--- config.mk ---
export PLATFORM = sky130hd
export DESIGN_NAME = card_uart
export DESIGN_NICKNAME = d
export VERILOG_FILES = /design/src/rtl/card_uart_pkg.sv /design/src/rtl/card_uart_baud.sv /design/src/rtl/card_uart_tx.sv /design/src/rtl/card_uart_rx.sv /design/src/rtl/card_uart.sv
export SDC_FILE = /design/constraint.sdc
export NUM_CORES = 1
export LEC_CHECK = 0
export ABC_CLOCK_PERIOD_IN_PS = 2700
export CORE_ASPECT_RATIO = 0.7
export CORE_UTILIZATION = 51
export DETAILED_ROUTE_END_ITERATION = 8
export PLACE_DENSITY = 0.82
export RECOVER_POWER = 100
export SLEW_MARGIN = 40
export SYNTH_ARGS = -nofsm -noshare
export SYNTH_HDL_FRONTEND = slang
export SYNTH_SLANG_ARGS = --single-unit
--- constraint.sdc ---
create_clock -name clk -period 2.7 [get_ports clk]
set_input_delay 0.54 -clock clk [delete_from_list [all_inputs] [get_ports clk]]
set_output_delay 0.54 -clock clk [all_outputs]
set_load 0.02 [all_outputs]
--- src/rtl/card_uart_pkg.sv ---
package card_uart_pkg;
  localparam int CHAR_W  = 8;
  localparam int FRAME_W = CHAR_W + 1;

  typedef logic [CHAR_W-1:0]  char_t;
  typedef logic [FRAME_W-1:0] frame_t;

  typedef enum logic [2:0] {TX_IDLE, TX_START, TX_DATA, TX_STOP, TX_GUARD} tx_state_e;
  typedef enum logic [2:0] {RX_IDLE, RX_START, RX_DATA, RX_STOP, RX_WAIT, RX_NACK} rx_state_e;

  // Line levels in send order; element 0 leaves first, the top element is parity.
  function automatic frame_t to_line(input char_t d, input logic inv);
    frame_t f;
    for (int i = 0; i < CHAR_W; i++) f[i] = (inv ? d[CHAR_W-1-i] : d[i]) ^ inv;
    f[CHAR_W] = ^d;
    return f;
  endfunction

  function automatic char_t from_line(input frame_t f, input logic inv);
    char_t d;
    for (int i = 0; i < CHAR_W; i++) begin
      if (inv) d[CHAR_W-1-i] = ~f[i];
      else     d[i]          = f[i];
    end
    return d;
  endfunction
endpackage

--- src/rtl/card_uart_baud.sv ---
module card_uart_baud #(
  parameter int DIV_W    = 8,
  parameter int PRE_MID  = 8,
  parameter int PRE_SLOW = 32
) (
  input  logic             clk,
  input  logic             rst_n,
  input  logic [1:0]       src_sel,
  input  logic [DIV_W-1:0] div,
  output logic             tick
);
  localparam int PRE_W = $clog2(PRE_SLOW);

  logic [PRE_W-1:0] pre_cnt, pre_lim;
  logic [DIV_W-1:0] div_cnt;
  logic             pre_en;

  always_comb begin
    case (src_sel)
      2'd0:    pre_lim = '0;
      2'd1:    pre_lim = PRE_W'(PRE_MID - 1);
      default: pre_lim = PRE_W'(PRE_SLOW - 1);
    endcase
  end

  assign pre_en = (pre_cnt >= pre_lim);
  assign tick   = pre_en && (div_cnt == '0);

  always_ff @(posedge clk or negedge rst_n) begin
    if (!rst_n) begin
      pre_cnt <= '0;
      div_cnt <= '0;
    end else begin
      pre_cnt <= pre_en ? '0 : pre_cnt + 1'b1;
      if (pre_en) div_cnt <= (div_cnt == '0) ? div : div_cnt - 1'b1;
    end
  end

  // with a prescaler active, ticks never come on consecutive cycles
  assert_tick_gap_R1: assert property (@(posedge clk) disable iff (!rst_n)
    (tick && src_sel != 2'd0) |=> (!tick || src_sel == 2'd0));
endmodule

--- src/rtl/card_uart_tx.sv ---
module card_uart_tx
  import card_uart_pkg::*;
#(
  parameter int OSR = 16
) (
  input  logic        clk,
  input  logic        rst_n,
  input  logic        tick,
  input  logic        tx_en,
  input  logic        inv,
  input  logic        rxs,
  input  logic        tx_valid,
  output logic        tx_ready,
  input  char_t       tx_data,
  output logic        line,
  output logic        irq_tx,
  output logic        far_nack
);
  localparam int CNT_W = $clog2(OSR);
  localparam logic [CNT_W-1:0] CNT_LAST = CNT_W'(OSR - 1);
  localparam logic [CNT_W-1:0] CNT_MID  = CNT_W'(OSR / 2 - 1);

  tx_state_e        state;
  logic [CNT_W-1:0] cnt;
  logic [3:0]       idx;
  frame_t           shreg;
  char_t            buf_q;
  logic             buf_full;
  logic             bit_end;

  assign bit_end  = tick && (cnt == CNT_LAST);
  assign tx_ready = !buf_full;

  always_comb begin
    case (state)
      TX_START: line = 1'b0;
      TX_DATA:  line = shreg[0];
      default:  line = 1'b1;
    endcase
  end

  always_ff @(posedge clk or negedge rst_n) begin
    if (!rst_n) begin
      state    <= TX_IDLE;
      cnt      <= '0;
      idx      <= '0;
      shreg    <= '0;
      buf_q    <= '0;
      buf_full <= 1'b0;
      irq_tx   <= 1'b0;
      far_nack <= 1'b0;
    end else begin
      irq_tx <= 1'b0;
      if (tx_valid && !buf_full) begin
        buf_q    <= tx_data;
        buf_full <= 1'b1;
      end
      if (state != TX_IDLE && tick) cnt <= cnt + 1'b1;
      case (state)
        TX_IDLE: if (tick && tx_en && buf_full) begin
          state    <= TX_START;
          cnt      <= '0;
          shreg    <= to_line(buf_q, inv);
          buf_full <= 1'b0;
        end
        TX_START: if (bit_end) begin
          state <= TX_DATA;
          idx   <= '0;
        end
        TX_DATA: if (bit_end) begin
          shreg <= {1'b1, shreg[FRAME_W-1:1]};
          idx   <= idx + 1'b1;
          if (idx == 4'(FRAME_W - 1)) state <= TX_STOP;
        end
        TX_STOP: if (bit_end) state <= TX_GUARD;
        TX_GUARD: begin
          if (tick && cnt == CNT_MID) begin
            irq_tx   <= 1'b1;
            far_nack <= !rxs;
          end
          if (bit_end) state <= TX_IDLE;
        end
        default: state <= TX_IDLE;
      endcase
    end
  end

  // a frame only starts from a filled holding register with transmit enabled
  assert_start_gated_R4: assert property (@(posedge clk) disable iff (!rst_n)
    (state == TX_START && $past(state) == TX_IDLE) |-> $past(tx_en && buf_full));
  // an accepted character makes the register busy on the next cycle
  assert_accept_fills_R4: assert property (@(posedge clk) disable iff (!rst_n)
    (tx_valid && tx_ready) |=> !tx_ready);
endmodule

--- src/rtl/card_uart_rx.sv ---
module card_uart_rx
  import card_uart_pkg::*;
#(
  parameter int OSR = 16
) (
  input  logic  clk,
  input  logic  rst_n,
  input  logic  tick,
  input  logic  rx_en,
  input  logic  inv,
  input  logic  nack_en,
  input  logic  rxs,
  output logic  rx_valid,
  input  logic  rx_ready,
  output char_t rx_data,
  output logic  err_frame,
  output logic  err_parity,
  output logic  err_overrun,
  output logic  irq_rx,
  output logic  nack_drv
);
  localparam int CNT_W = $clog2(OSR);
  localparam logic [CNT_W-1:0] CNT_LAST = CNT_W'(OSR - 1);
  localparam logic [CNT_W-1:0] CNT_MID  = CNT_W'(OSR / 2 - 1);

  rx_state_e        state;
  logic [CNT_W-1:0] cnt;
  logic [3:0]       idx;
  frame_t           shreg;
  logic             bit_end, mid, deliver, perr, rd, busy_buf;

  assign bit_end  = tick && (cnt == CNT_LAST);
  assign mid      = tick && (cnt == CNT_MID);
  assign deliver  = rx_en && (state == RX_STOP) && mid;
  assign perr     = ^shreg;
  assign rd       = rx_valid && rx_ready;
  assign busy_buf = rx_valid && !rx_ready;
  assign nack_drv = (state == RX_NACK);

  always_ff @(posedge clk or negedge rst_n) begin
    if (!rst_n) begin
      state <= RX_IDLE;
      cnt   <= '0;
      idx   <= '0;
      shreg <= '0;
    end else if (!rx_en) begin
      state <= RX_IDLE;
      cnt   <= '0;
    end else begin
      if (state != RX_IDLE && tick) cnt <= cnt + 1'b1;
      case (state)
        RX_IDLE: if (!rxs) begin
          state <= RX_START;
          cnt   <= '0;
        end
        RX_START: begin
          if (mid && rxs)   state <= RX_IDLE;
          else if (bit_end) begin
            state <= RX_DATA;
            idx   <= '0;
          end
        end
        RX_DATA: begin
          if (mid) shreg <= {rxs, shreg[FRAME_W-1:1]};
          if (bit_end) begin
            idx <= idx + 1'b1;
            if (idx == 4'(FRAME_W - 1)) state <= RX_STOP;
          end
        end
        RX_STOP: if (mid) state <= (perr && nack_en) ? RX_WAIT : RX_IDLE;
        RX_WAIT: if (bit_end) state <= RX_NACK;
        RX_NACK: if (bit_end) state <= RX_IDLE;
        default: state <= RX_IDLE;
      endcase
    end
  end

  always_ff @(posedge clk or negedge rst_n) begin
    if (!rst_n) begin
      rx_valid    <= 1'b0;
      rx_data     <= '0;
      err_frame   <= 1'b0;
      err_parity  <= 1'b0;
      err_overrun <= 1'b0;
      irq_rx      <= 1'b0;
    end else begin
      irq_rx <= 1'b0;
      if (deliver) begin
        rx_data     <= from_line(shreg, inv);
        rx_valid    <= 1'b1;
        err_frame   <= !rxs;
        err_parity  <= perr;
        err_overrun <= busy_buf;
        irq_rx      <= !busy_buf;
      end else if (rd) begin
        rx_valid    <= 1'b0;
        err_frame   <= 1'b0;
        err_parity  <= 1'b0;
        err_overrun <= 1'b0;
      end
    end
  end

  // an unread character stays valid
  assert_hold_until_read_R12: assert property (@(posedge clk) disable iff (!rst_n)
    (rx_valid && !rx_ready) |=> rx_valid);
  // an overwrite never raises the receive interrupt
  assert_overrun_quiet_R10: assert property (@(posedge clk) disable iff (!rst_n)
    $rose(err_overrun) |-> !irq_rx);
  // dropping the enable returns the receiver to idle
  assert_disarm_R6: assert property (@(posedge clk) disable iff (!rst_n)
    !rx_en |=> (state == RX_IDLE));
endmodule

--- src/rtl/card_uart.sv ---
module card_uart
  import card_uart_pkg::*;
#(
  parameter int DIV_W    = 8,
  parameter int OSR      = 16,
  parameter int PRE_MID  = 8,
  parameter int PRE_SLOW = 32
) (
  input  logic             clk,
  input  logic             rst_n,
  input  logic             cfg_inverse,
  input  logic [1:0]       cfg_src_sel,
  input  logic [DIV_W-1:0] cfg_div,
  input  logic             tx_en,
  input  logic             rx_en,
  input  logic             nack_en,
  input  logic             tx_valid,
  output logic             tx_ready,
  input  logic [7:0]       tx_data,
  output logic             rx_valid,
  input  logic             rx_ready,
  output logic [7:0]       rx_data,
  output logic             err_frame,
  output logic             err_parity,
  output logic             err_overrun,
  output logic             err_sum,
  output logic             tx_nack,
  output logic             irq_tx,
  output logic             irq_rx,
  input  logic             rxd,
  output logic             txd
);
  logic tick, rxd_m, rxs, tx_line, nack_drv;

  always_ff @(posedge clk or negedge rst_n) begin
    if (!rst_n) begin
      rxd_m <= 1'b1;
      rxs   <= 1'b1;
    end else begin
      rxd_m <= rxd;
      rxs   <= rxd_m;
    end
  end

  card_uart_baud #(.DIV_W(DIV_W), .PRE_MID(PRE_MID), .PRE_SLOW(PRE_SLOW)) u_baud (
    .clk(clk), .rst_n(rst_n), .src_sel(cfg_src_sel), .div(cfg_div), .tick(tick));

  card_uart_tx #(.OSR(OSR)) u_tx (
    .clk(clk), .rst_n(rst_n), .tick(tick), .tx_en(tx_en), .inv(cfg_inverse),
    .rxs(rxs), .tx_valid(tx_valid), .tx_ready(tx_ready), .tx_data(tx_data),
    .line(tx_line), .irq_tx(irq_tx), .far_nack(tx_nack));

  card_uart_rx #(.OSR(OSR)) u_rx (
    .clk(clk), .rst_n(rst_n), .tick(tick), .rx_en(rx_en), .inv(cfg_inverse),
    .nack_en(nack_en), .rxs(rxs), .rx_valid(rx_valid), .rx_ready(rx_ready),
    .rx_data(rx_data), .err_frame(err_frame), .err_parity(err_parity),
    .err_overrun(err_overrun), .irq_rx(irq_rx), .nack_drv(nack_drv));

  assign err_sum = err_frame | err_parity | err_overrun;
  assign txd     = tx_line & ~nack_drv;
endmodule

==> results by group, run 1 <==
Timing
  – Setup_tns: -2520 ps
  – Minimum clock period: 2920 ps
  – Period utilization: 108%
  – Clock Skew: roughly 9 ps
  – Setup Viol. Count Final: 24
  – Max_slew headroom: -30.0%
  – Final Hold Fails: 0
  – Worst Hold Slack: 362 ps
  – Worst-Margin Slew: 1950 ps
  – Final worst setup slack: -216 ps
  – Max Transition Viols Final: 36
  – Max Clk Rate: 0.343 GHz
  – RSZ-0062 raised after global routing: true

Placed design
  – Final Wtd Congestion: slightly above 0.9
  – Dpl cells: 607
  – Dpl hpwl: 7020 um
  – I/O Buffers: 44

Run
  – Max Cap Viol: 1

Yosys
  – Seq/Total Area, Yosys: 47.3%
  – Main combinational cell family by area after synthesis: simple AND/OR/NAND/NOR gates
  – Syn. warnings: 0
  – Synth Area in XOR/XNOR: about 5.4%
  – Number of synthesized flops with an enable pin: 0
  – Synth Area in Adders: 3.59%
  – Fraction of registers with async set/reset: 100%
  – Avg Inst Size Synth: roughly 9.3 um^2
  – Synth Area in Compound Gates: ~14%
  – Netlist Area Pre-Place: 0.00419 mm^2
  – Post-Synth Simple-Gate Area: 18.6%
  – Post-synthesis mux area share: 6.55%
  – Top FF cell, synth: dfrtp_1
  – Synth cell types: 52
  – Leading area contributor after synthesis: dfrtp_1
  – Top post-synthesis cells by area: dfrtp_1 (46%), nand2_1 (4.8%), xnor2_1 (4.6%)
  – Post-Syn Instances: approximately 450
  – Top-area cell type share of the netlist area: a little under half
  – Syn_nets: roughly 490
  – Flop and latch count out of synthesis: 79

Setup path
  – Critical Path RT: 2920 ps
  – CP bufs+invs: 5
  – Worst-path cell chain: inv_2, ha_4, or4b_4, or4_4, buf_4, buf_6, buf_8, nor3_4, nand3_4, buf_12, nand3_1, o21ai_1
  – CP Capture Type: register
  – CP Class: register to register
  – Maximum single-stage delay on the critical path: ~450 ps
  – Worst Path Max Fanout: 6
  – CP max-delay cell: or4b_4
  – CP startpoint kind: register
  – Crit path DAT: between 3000 and 4000 ps
  – Cell family with most CP delay: simple AND/OR/NAND/NOR gates

Route
  – Wire per inst: around 18 um
  – Via density per instance: 5.91
  – DR DRC count: 0
  – Total wire length: between 10,000 and 15,000 um
  – Iter 0 DRT Violations: 218
  – Pre-Repair DR Iteration Count: 5
  – DR vias: 3,752
  – Routed Antenna Nets: 0

GRT
  – Global route overflow: 0
  – Initial antenna violation count: 0
  – GRT Util Overall: 26.9%
  – First-pass GRT wire length: ~18,000 um
  – Vias in the first global route: 3,706
  – Pin count of the biggest net entering global routing: 36

Clock tree
  – CTS tree: yes
  – Skew-Pair Late Insertion Delay: 350 ps
  – CTS clk-pin slew, worst paths: 60 ps
  – Inserted Clock Buffers: 9
  – H-tree levels: 3
  – Clk buf depth: 2
  – Clock sink total: a little under 80
  – Root Driver: clkbuf_16

Finish
  – Commonest cells after routing, fill and taps aside: dfrtp_1 (77), nand2_1 (46), nor2_1 (41)
  – Share of post-route cells with drive strength above 1: 19.9%
  – Commonest non-fill, non-tap cell in the layout: dfrtp_1
  – Post-Layout Cell Count: 635
  – ANT cells: 0
  – NumNets Final: approximately 570
  – P&R area growth vs syn: 34.8%

Die
  – Die Span Y: 77.8 um
  – Die width: roughly 110 um
  – I/O pin count: 45
  – Initial Util: 53.0%
  – Site Rows: 27
  – Die Area: 0.00858 mm^2
  – Core Area: 0.00791 mm^2

Outcome
  – Outcome: finished, violations left
  – Failing checks: max-capacitance violations, max-slew violations, negative setup slack

Pwr
  – Worst vdd ir: 0.521 mV
  – Net Sw Frac: 32.8%
  – Leakage dissipation: around 2.5 nW
  – Power share of the clock group: 32.3%
  – Int Power: 2.96 mW
  – PwrDens: a little under 800 mW/mm^2
  – Comb pwr share: 30.4%
  – Sw power: 1.44 mW
  – Sequential Power Share: 37.3%

Hold path
  – Hold Crit Class: register to register
-- Yosys cell counts (all sizes together), types with 2 or more instances --
cell	n
nor3	14
o22ai	2
mux2i	15
xnor2	22
a211oi	6
or2	2
and3	3
a31oi	2
a41oi	2
and2	2
a22o	2
nand2b	5
nor2	41
a21oi	20
a211o	2
mux2	11
clkbuf	21
o31ai	2
ha	12
or4	3
dfrtp	77
or3	3
o41ai	3
o21ai	48
nand4	4
a221oi	2
dfstp	2
nor3b	3
xor2	4
buf	2
nand3	14
nor4b	3
inv	25
nor4	6
nand2	53
nor2b	4
-- flip-flops by register name, summed over array words and instances, names as in the netlist --
name              count
rxd_m                 1
rxs                   1
u_baud.div_cnt        8
u_baud.pre_cnt        5
u_rx.cnt              4
u_rx.err_frame        1
u_rx.err_overrun      1
u_rx.err_parity       1
u_rx.idx              4
u_rx.irq_rx           1
u_rx.rx_data          8
u_rx.rx_valid         1
u_rx.shreg            9
u_rx.state            3
u_tx.buf_full         1
u_tx.buf_q            8
u_tx.cnt              4
u_tx.far_nack         1
u_tx.idx              4
u_tx.irq_tx           1
u_tx.shreg            9
u_tx.state            3
-- metrics by stage --
step	setup slack (ps)	util, %	area (um^2)	power, mW
floorplan	-209	-	4190	2.40
global placement	-315	62.4	4930	2.75
detailed placement	-373	62.4	4930	2.81
CTS	-157	69.2	5470	4.27
global route	-271	71.4	5640	4.63
finish	-216	71.4	5640	4.40
-- worst paths after layout --
check | from | to | slack, ps | cells after the start
max | u_baud.div_cnt[0] | u_rx.err_frame | -220 | 12
min | rxd_m | rxs | 360 | 0
max reg2reg | u_baud.div_cnt[0] | u_rx.err_frame | -220 | 12
min reg2reg | rxd_m | rxs | 360 | 0
max in group asynchronous | rst_n | u_tx.idx[1] | 470 | 2
min in group asynchronous | rst_n | u_baud.div_cnt[3] | 730 | 1
-- layer usage --
layer	global-route usage (%)	routed length (um)	vias to the layer above
li1	-	-	1737
met1	35.3	4790	1867
met2	42.6	5480	116
met3	8.40	653	32
met4	8.03	290	0
met5	0	0	-
-- power by group through the flow --
| stage | logic (mW) | clock network (mW) | registers [mW] |
|---|---|---|---|
| finish | 1.34 | 1.42 | 1.64 |
| global route | 1.48 | 1.48 | 1.67 |
| CTS | 1.22 | 1.42 | 1.63 |
| detailed placement | 1.18 | 0 | 1.64 |
| global placement | 1.12 | 0 | 1.62 |
| floorplan | 0.820 | 0 | 1.58 |
-- cell families after synthesis --
family          after synthesis
flops                        79
xor+xnor                     26
mux                          26
simple gates                163
buf+inv                      48
compound gates               98
fa+ha+maj                    12
-- area by class of cell --
type                    count  area [um^2]
repair buffers             89          880
clock inverters             6          108
inverters                  25         93.8
flip-flops and latches     79         1980
clock buffers              10          239
multi-input cells         325         2220
fillers                   536         2260
well taps                 101          126
-- timing repair --
action | 4_1_cts | 5_1_grt
pin swaps | 4 | 11
endpoints found under the setup margin | 13 | 42
gates cloned | 2 | 1
setup buffers | 5 | 5
hold buffers | 0 | 0
gates resized for setup | 26 | 42
(Power assumes the default switching activity.)
==> run 2: changes to the inputs <==
--- a/config.mk
+++ b/config.mk
@@ -8,7 +8,9 @@
 export ABC_CLOCK_PERIOD_IN_PS = 2700
 export CORE_ASPECT_RATIO = 0.7
 export CORE_UTILIZATION = 51
+export CTS_CLUSTER_SIZE = 16
 export DETAILED_ROUTE_END_ITERATION = 8
+export HOLD_SLACK_MARGIN = 0.08
 export PLACE_DENSITY = 0.82
 export RECOVER_POWER = 100
 export SLEW_MARGIN = 40
==> results of run 2 <==
Same layout as run 1: the final DEF is identical, and so are final timing and power.
==> run 3: changes to the inputs <==
--- a/config.mk
+++ b/config.mk
@@ -5,7 +5,7 @@
 export SDC_FILE = /design/constraint.sdc
 export NUM_CORES = 1
 export LEC_CHECK = 0
-export ABC_CLOCK_PERIOD_IN_PS = 2700
+export ABC_CLOCK_PERIOD_IN_PS = 2350
 export CORE_ASPECT_RATIO = 0.7
 export CORE_UTILIZATION = 51
 export CTS_CLUSTER_SIZE = 16
==> constraint.sdc (replaced) <==
create_clock -name clk -period 2.35 [get_ports clk]
set_input_delay 0.47 -clock clk [delete_from_list [all_inputs] [get_ports clk]]
set_output_delay 0.47 -clock clk [all_outputs]
set_load 0.02 [all_outputs]
==> run 3 against run 2 <==
  * The flow finishes with violations (negative setup slack)
  * Via count grew 12%
  * Die area is the same
  * Flip-flop and latch count is the same
  * Cell count grew 2.7%
  * Sequential share of layout area shrank 1.8 points
  * Clock skew shrank 2.8 ps
  * Count of clock-buffer cells in the layout shrank 1
  * Power grew 27%
  * Critical endpoint is now u_rx.state[0]
==> results by group, run 3 (synthesis results as in run 1) <==
Outcome
  – Outcome: finished, violations left
  – Failing checks: negative setup slack

Finish
  – ANT cells: 0
  – P&R area growth vs syn: 41.9%
  – Commonest non-fill, non-tap cell in the layout: dfrtp_1
  – Multi-input gate area: 0.00242 mm^2
  – NumNets Final: 585
  – Top Registers: u_rx.shreg x9, u_tx.shreg x9
  – Commonest cells after routing, fill and taps aside: dfrtp_1 (77), nand2_1 (46), nor2_1 (40), buf_4 (40)
  – Share of post-route cells with drive strength above 1: 26.7%
  – Register area: around 0.0020 mm^2
  – Filler Cell Count: 448

Setup path
  – CP Capture Type: register
  – Critical Path RT: 2590 ps
  – CP Class: register to register
  – Setup slack, reg-to-reg: -580 ps
  – CP max-delay cell: or4b_4
  – Worst Path Max Fanout: 2
  – Maximum single-stage delay on the critical path: 470 ps
  – CP startpoint kind: register
  – Worst-path cell chain: inv_2, ha_4, or4b_4, or4_4, a2111o_1, a221o_1, a211oi_2, mux2_4
  – Crit path DAT: 3160 ps

Timing
  – Max_slew headroom: 30.2%
  – Final Hold Fails: 0
  – Max Clk Rate: about 0.34 GHz
  – Period utilization: 125%
  – RSZ-0062 raised after global routing: true
  – Minimum clock period: 2930 ps
  – Setup Viol. Count Final: 63
  – Clock Skew: 6.15 ps
  – Worst-Margin Slew: around 1000 ps
  – Final worst setup slack: -578 ps
  – Max Transition Viols Final: 0

Pwr
  – PwrDens: 942 mW/mm^2
  – Worst vdd ir: about 0.72 mV
  – Leakage dissipation: roughly 2.7 nW
  – Total chip power: between 5 and 6 mW

Route
  – DR WL met3: 1360 um
  – DR WL met2: 6880 um
  – Routed metal-1 wirelength: around 5400 um
  – DR vias: approximately 4,200
  – Total wire length: 14,500 um
  – DR DRC count: 0
  – Via density per instance: 6.45
  – Iter 0 DRT Violations: 464
  – DR top layer: met4
  – Routed Antenna Nets: 0
  – Wire per inst: around 22 um
  – Pre-Repair DR Iteration Count: 6

Die
  – Core Area: 0.00791 mm^2
  – I/O pin count: 45
  – Initial Util: 53.0%
  – Site Rows: 27
  – Die Span Y: a little under 80 um
  – Die Area: roughly 0.0086 mm^2
  – Die width: 110 um

Hold path
  – Hold Crit Class: primary input to async pin

Placed design
  – I/O Buffers: 44
  – Dpl hpwl: 7180 um
  – Setup WS pre-CTS: -732 ps
  – Final Wtd Congestion: 0.890

Run
  – Max Cap Viol: 0

Clock tree
  – H-tree levels: 3
  – CTS clk-pin slew, worst paths: approximately 60 ps
  – CTS tree: yes
  – Clk buf depth: 2
  – Skew-Pair Late Insertion Delay: around 350 ps
  – Clock sink total: 79
  – Root Driver: clkbuf_16
  – Inserted Clock Buffers: 9

GRT
  – Pin count of the biggest net entering global routing: 43
  – Vias in the first global route: 4,146
  – GRT Util Overall: 32.5%
  – Global route overflow: 0
  – Initial antenna violation count: 0
  – First-pass GRT wire length: 20,900 um
run 3: power breakdown:
part / internal (mW) / switching, mW
sequential: 1.61 / 0.305
clock: 0.932 / 0.612
combinational: 0.967 / 1.17
run 3: stage by stage:
step,TNS (ps),util (%),std cells,cell area [um^2],hold WS [ps]
3_5_place_dp,-30300,63.8,616,5050,356
5_1_grt,-17840,75.2,652,5940,364
6_report,-13890,75.2,652,5940,273
3_3_place_gp,-21610,63.8,616,5050,346
2_1_floorplan,-5900,-,452,4270,174
4_1_cts,-8680,73.3,644,5790,120
run 3: layout make-up:
type                    count  area share [%]
multi-input cells         325            40.8
well taps                 101            2.13
flip-flops and latches     79            33.3
repair buffers            106            16.8
inverters                  25            1.58
clock inverters             7            1.64
clock buffers               9            3.79
run 3: final timing paths:
check                      depth (start not counted)                end              start
max                                                8      u_rx.state[0]  u_baud.div_cnt[1]
min                                                1  u_baud.div_cnt[6]              rst_n
max reg2reg                                        8      u_rx.state[0]  u_baud.div_cnt[1]
min reg2reg                                        0                rxs              rxd_m
max in group asynchronous                          2      u_rx.shreg[7]              rst_n
min in group clk                                   0                rxs              rxd_m
run 3: metal layers:
metal  GRT usage, %  vias up
li1               -     1775
met2           51.7      291
met4           14.5        0
met3           9.24       94
met5              0        -
met1           41.0     2043
run 3: critical path, delay by kind of cell (launching register included):
kind / cells / cell delay (ps)
muxes: 1 / 330
adders and majority gates: 1 / 130
buffers and inverters: 1 / 90
AOI/OAI and AO/OA: 3 / 920
and+or+nand+nor: 2 / 940
DFF: 1 / 410
run 3: timing repair:
action,CTS,global route
hold buffers,0,0
gates resized for setup,86,32
cloned,2,1
pin swaps,35,17
setup buffers,11,9
setup endpoints to repair,58,59
